<file path="src/rtl/i2c_byte_master.sv">
module i2c_byte_master #(
  parameter int QDIV = 4
) (
  input  logic       clk,
  input  logic       rst_n,
  input  logic       ctl_we,
  input  logic [2:0] ctl_din,
  output logic [2:0] ctl_q,
  input  logic       tx_we,
  input  logic [7:0] tx_din,
  output logic       st_done,
  output logic       st_ack,
  output logic       scl_pull_low,
  output logic       sda_pull_low,
  input  logic       sda_in
);
  localparam int QW = (QDIV > 1) ? $clog2(QDIV) : 1;

  typedef enum logic [1:0] {S_IDLE, S_START, S_BIT, S_STOP} state_t;

  state_t        st;
  logic [QW-1:0] qcnt;
  logic [1:0]    ph;
  logic [3:0]    bitn;
  logic [7:0]    sh;
  logic          owned, en, go, halt;

  wire tick   = (qcnt == QW'(QDIV - 1));
  wire last_q = tick && (ph == 2'd3);
  wire accept = tx_we && st_done && en && (go || halt || owned);

  assign ctl_q = {halt, go, en};

  always_ff @(posedge clk) begin
    if (!rst_n) begin
      st      <= S_IDLE;
      qcnt    <= '0;
      ph      <= 2'd0;
      bitn    <= 4'd0;
      sh      <= 8'd0;
      owned   <= 1'b0;
      en      <= 1'b0;
      go      <= 1'b0;
      halt    <= 1'b0;
      st_done <= 1'b1;
      st_ack  <= 1'b0;
    end else begin
      if (ctl_we) {halt, go, en} <= ctl_din;
      if (st == S_IDLE) begin
        qcnt <= '0;
        ph   <= 2'd0;
        if (accept) begin
          st_done <= 1'b0;
          sh      <= tx_din;
          bitn    <= 4'd0;
          if (go)        st <= S_START;
          else if (halt) st <= S_STOP;
          else           st <= S_BIT;
        end else if (!en) begin
          owned <= 1'b0;
        end
      end else begin
        qcnt <= tick ? '0 : qcnt + 1'b1;
        if (tick) ph <= ph + 2'd1;
        if (st == S_BIT && tick && ph == 2'd1 && bitn == 4'd8)
          st_ack <= ~sda_in;
        if (last_q) begin
          case (st)
            S_START: begin
              st    <= S_BIT;
              owned <= 1'b1;
            end
            S_BIT: begin
              if (bitn == 4'd8) begin
                st      <= S_IDLE;
                st_done <= 1'b1;
                if (!ctl_we) go <= 1'b0;
              end else begin
                bitn <= bitn + 4'd1;
                sh   <= {sh[6:0], 1'b0};
              end
            end
            S_STOP: begin
              st      <= S_IDLE;
              st_done <= 1'b1;
              owned   <= 1'b0;
              if (!ctl_we) halt <= 1'b0;
            end
            default: st <= S_IDLE;
          endcase
        end
      end
    end
  end

  always_comb begin
    scl_pull_low = 1'b0;
    sda_pull_low = 1'b0;
    case (st)
      S_IDLE:  scl_pull_low = owned;
      S_START: begin
        scl_pull_low = (ph == 2'd0) ? owned : (ph == 2'd3);
        sda_pull_low = ph[1];
      end
      S_BIT: begin
        scl_pull_low = (ph == 2'd0) || (ph == 2'd3);
        sda_pull_low = (bitn != 4'd8) && !sh[7];
      end
      S_STOP: begin
        scl_pull_low = owned && (ph == 2'd0);
        sda_pull_low = owned && !ph[1];
      end
      default: ;
    endcase
  end
endmodule

</file>
<file path="config.mk">
export PLATFORM = sky130hd
export DESIGN_NAME = i2c_byte_master
export DESIGN_NICKNAME = d
export VERILOG_FILES = /design/src/rtl/i2c_byte_master.sv
export SDC_FILE = /design/constraint.sdc
export NUM_CORES = 1
export LEC_CHECK = 0
export ABC_CLOCK_PERIOD_IN_PS = 3140
export BUFFER_PORTS_ARGS = -buffer_cell sky130_fd_sc_hd__buf_2
export CAP_MARGIN = 25
export CORE_ASPECT_RATIO = 1.75
export CORE_UTILIZATION = 50
export DETAILED_ROUTE_END_ITERATION = 8
export PLACE_DENSITY = 0.72
export SLEW_MARGIN = 30
export SYNTH_ARGS = -nofsm -noshare
export SYNTH_HDL_FRONTEND = slang
export SYNTH_SLANG_ARGS = --single-unit
</file>
<file path="constraint.sdc">
create_clock -name clk -period 3.14 [get_ports clk]
set_input_delay 0.157 -clock clk [delete_from_list [all_inputs] [get_ports clk]]
set_output_delay 0.157 -clock clk [all_outputs]
set_load 0.02 [all_outputs]
</file>
# After elaboration in Yosys (flattened, before gate mapping)
# Index checks and enable logic that the tools add are counted.
# totals
out_inout_bits	7
inputBits	16
register_bits	24
# op_classes
n_bitwise	3
mux	41
add_sub_neg	3
n_eq_ne	13
n_reduce_logical	28
# op_table
operator	n
8-bit 2-to-1 mux	5
1-bit 2-to-1 mux	21
4-bit 2-to-1 mux	5
4-bit AND reduction	3
1-bit logical AND	10
2-bit 2-to-1 mux	5
2-bit equality test, second input constant	4
2-bit != test, second input constant	4
3-bit nonzero test	2
2-bit by 1-bit adder with 2-bit output, second input constant	2
4-bit by 1-bit adder with 4-bit output, second input constant	1
2-bit by 1-bit equality test with 1-bit output, second input constant	2
4-bit equality test, second input constant	1
2-bit logical NOT	2
4-bit != test, second input constant	1
1-bit case mux with 2 select lines	2
1-bit case mux with 4 select lines	1
2-bit case mux with 2 select lines	1
2-bit nonzero test	2
1-bit logical OR	3
3-bit by 2-bit != test with 1-bit output, second input constant	1
1-bit inverter	3
1-bit case mux with 3 select lines	1
3-bit AND reduction	1
4 further kinds	5

# Longest topological paths before layout
# logic_depth
word_depth	6
mapped_depth	7

# Worst setup path after synthesis
# OpenSTA, ideal clock, no wires.
# synth_timing
path_kind	register -> output
from	register st[0]
to	output port scl_pull_low
arrival_time_ns	1.522
path_stages_with_launch	6
setup_slack_ns	1.461
cell_sequence	dfxtp_1 -> inv_1 -> ha_1 -> buf_2 -> buf_2 -> o21ai_0
# synth_between
elab_chain_len	2
word_cells_on_any_way	5
classes_between	eq/ne (3); mux (1); reduce/logical (1)
# synth_lines
element	line_no	source
start: declaration	21	state_t st;
start signal: assignment	36	st <= S_IDLE;
start signal: assignment	56	if (go) st <= S_START;
start signal: assignment	57	else if (halt) st <= S_STOP;
2-bit equality test, or another cell as far along	99	case (st)
1-bit case mux with 4 select lines *	99	
end: declaration	13	output logic scl_pull_low,
# Every way passes the cells marked *; elsewhere a longest branch is shown, timed or not.

# Worst setup path after layout
# layout_timing
from	register st[1]
to	register bitn[2]
# layout_between
elab_chain_len	3
word_cells_on_any_way	8
classes_between	eq/ne (3); mux (1); reduce/logical (4)
# layout_lines
element	line_no	source
2-bit logical NOT or 2-bit equality test (tied branches)	49, 68	
2-bit != test (no line) or 2-bit nonzero test (tied branches)	--	
4-bit AND reduction (no line)	--	
end signal: assignment	79	bitn <= bitn + 4'd1;
end: declaration	24	logic [3:0] bitn;
# Parallel ways exist; a longest one is shown, timed or not.
# A chain may end at the register's enable or synchronous reset.

==> flow_summary.toml <==
[critical_path]
reg2reg_depth = 6
cp.depth = 6
reg2reg_from = "st[1]"
startpoint = "st[1]"
required_ns = 3.34
r2r_slack_ns = 0.77
worstPathMaxFanout = 22
r2r_end = "bitn[2]"
cp-endpoint = "bitn[2]"
path_buf_inv = 1
startpoint_type = "flip-flop"
cp_slowest_stage_delay_ns = 0.73
end_kind = "flip-flop"
critPathArrivalTime_ns = 2.57
path_delay_family = "simple AND/OR/NAND/NOR gates"
crit_type = "reg -> reg"
cp_cell_sequence = "inv_1 -> ha_1 -> and4_4 -> a21oi_4 -> or4_1 -> a21oi_1"
cp_slowest_cell = "ha_1"

[cts]
cts_buffers = 3
h-tree-depth = 1
cts_resized = 0
clk_pin_slew_worst_paths_ns = 0.09
postCtsSetupRepairBufs = 0
root_buffer = "clkbuf_8"
cts_tree = "built"
hold_buffers = 0
insertion_delay_ns = 0.26
clock-sinks = 24
cts_buffer_depth = 2

[placed_design]
hpwl_mm = 2.10
placedCellCount = 189
io_buffers = 22
gp_congestion = 0.838

[die]
core_region_area_sq_mm = 0.00255
initial_core_util_pct = 54.1
pin_count = 23
die_w_um = 41.7
die_area_sq_mm = 0.00298
die_h_um = 71.5
row_count = 24

[pwr]
power.leakage_nw = 0.751
peakVddDrop_mv = 0.365
totalPowerFinal_uw = 583
pwr-share-clk_pct = 35.9
p_int_uw = 449
seqPwrFrac_pct = 54.2
swShare_pct = 23.0
power.density_cell_area_mw_per_mm2 = 384
p_switching_uw = 134
power_frac_comb_pct = 10.0

[yosys]
yosys.area.top_type = "dfxtp_1"
synth.top_cell.area_share_pct = 34.8
syn_nets = 178
postSynth.asyncResetShare_pct = 0
synth_cell_type_count = 43
yosys_register_bits = 24
synthesis.area_sq_mm = 0.00138
avgSynthCellArea_sq_um = 9.14
yosysMostFrequentCell = "dfxtp_1"
yosysSeqAreaShare_pct = 34.8
synth_area_leaders = "dfxtp_1 35%, ha_1 10%, mux2i_1 8.0%"
synth_edf_count = 0
synth_warnings = 0
synthTopCellsByCount = "24 x dfxtp_1, 13 x inv_1, 11 x a21oi_1, 11 x ha_1, 11 x mux2i_1"
synth_top_flop_cell = "dfxtp_1"
syn_inst = 151

[routing]
num_vias = 1115
avgViaCountPerCell = 5.78
first_pass_iters = 4
wirelength_mm = 2.74
wl_per_cell_um = 14.2
drc_errors = 0
drtIter0Drc = 32
ant_nets = 0

[timing]
relSlewSlack_pct = 43.2
drv_slew = 0
setup_viol = 0
finalClockSkew_ns = 0.00432
period_share_pct = 75.6
tightest_slew_ns = 0.852
fin_setup_tns_ns = 0
fin_crit_ns = 2.37
rsz0062_at_grt = "false"
hold_viol = 0
fmax_mhz = 421
hold_slack_ns = 0.0794

[global_route]
grt_pass1_wl_mm = 4.97
grt_pass1_vias = 1202
overflow = 0
antenna_found_initial = 0
grtUsageTotal_pct = 20.5
grt_max_degree = 23

[cells_and_area]
stdcell_count = 193
final_core_util_pct = 59.5
drive_gt1_share_pct = 19.8
diodes = 0
area_growth_syn_to_layout_pct = 9.97
num-nets-final = 195

[min_path]
min_path_type = "in -> reg"

[outcome]
status = "completed"

[flow_run]
drv_cap = 0
[metal layers]
metal	global-route usage, %	routed length (um)
met5	0	0
met4	9.68	52
met3	1.26	78
met2	39.1	1530
met1	22.3	1080
[cell usage in the layout (no fill, tap or decap), types with 3 or more instances in the layout]
cell type,n
a21oi_1,11
buf_2,22
clkbuf_8,4
dfxtp_1,24
ha_1,11
inv_1,13
mux2i_1,11
nand2_1,5
nand3_1,8
nand3b_1,4
nor2_1,5
nor2b_1,3
o211a_1,7
o21ai_0,6
o31ai_1,4
[worst register-to-register path: stages, from the launching register on]
cell	delay [ns]
dfxtp_1	0.35
inv_1	0.12
ha_1	0.73
and4_4	0.39
a21oi_4	0.10
or4_1	0.47
a21oi_1	0.15
[layout make-up]
class | instances | area, sq um
Clock buffer | 4 | 55.1
Fill cell | 223 | 1030
Inverter | 13 | 48.8
Multi-Input combinational cell | 104 | 791
Sequential cell | 24 | 480
Tap cell | 26 | 32.5
Timing Repair Buffer | 22 | 110
[metrics by stage]
| step | worst slack, ns | area, sq um |
|---|---|---|
| finish | 0.767 | 1520 |
| global route | 0.607 | 1520 |
| CTS | 0.767 | 1520 |
| detailed placement | 0.776 | 1460 |
| global placement | 0.895 | 1460 |
| floorplan | 1.46 | 1380 |
[registers in the layout, summed over array words and instances (netlist names)]
name and flops:
bitn 4, en 1, go 1, halt 1
owned 1, ph 2, qcnt 2, sh 8
st 2, st_ack 1, st_done 1
[worst min path at each step]
stage | from | to | slack [ns] | cells after the start
2_1_floorplan | sda_in | st_ack | 0.27 | 1
3_3_place_gp | sda_in | st_ack | 0.36 | 2
3_5_place_dp | sda_in | st_ack | 0.36 | 2
4_1_cts | sda_in | st_ack | 0.08 | 2
5_1_grt | sda_in | st_ack | 0.09 | 2
6_report | sda_in | st_ack | 0.08 | 2
[kinds of logic after synthesis]
group	synth area share, %
AO/OA/AOI/OAI	21.5
AND/OR/NAND/NOR	17.2
flip-flops	34.8
buffers and inverters	7.89
multiplexers	7.98
adder cells (fa/ha/maj)	9.97
XOR/XNOR	0.635
[power by group through the flow]
| stage | Sequential [mW] | Clock, mW | Combinational (mW) |
|---|---|---|---|
| after floorplan | 0.321 | 0 | 0.0427 |
| after global placement | 0.322 | 0 | 0.0568 |
| after detailed placement | 0.323 | 0 | 0.0583 |
| after CTS | 0.316 | 0.213 | 0.0586 |
| after global routing | 0.317 | 0.224 | 0.0653 |
| final | 0.316 | 0.209 | 0.0581 |
Note: power is estimated with default switching activity, not from simulation.
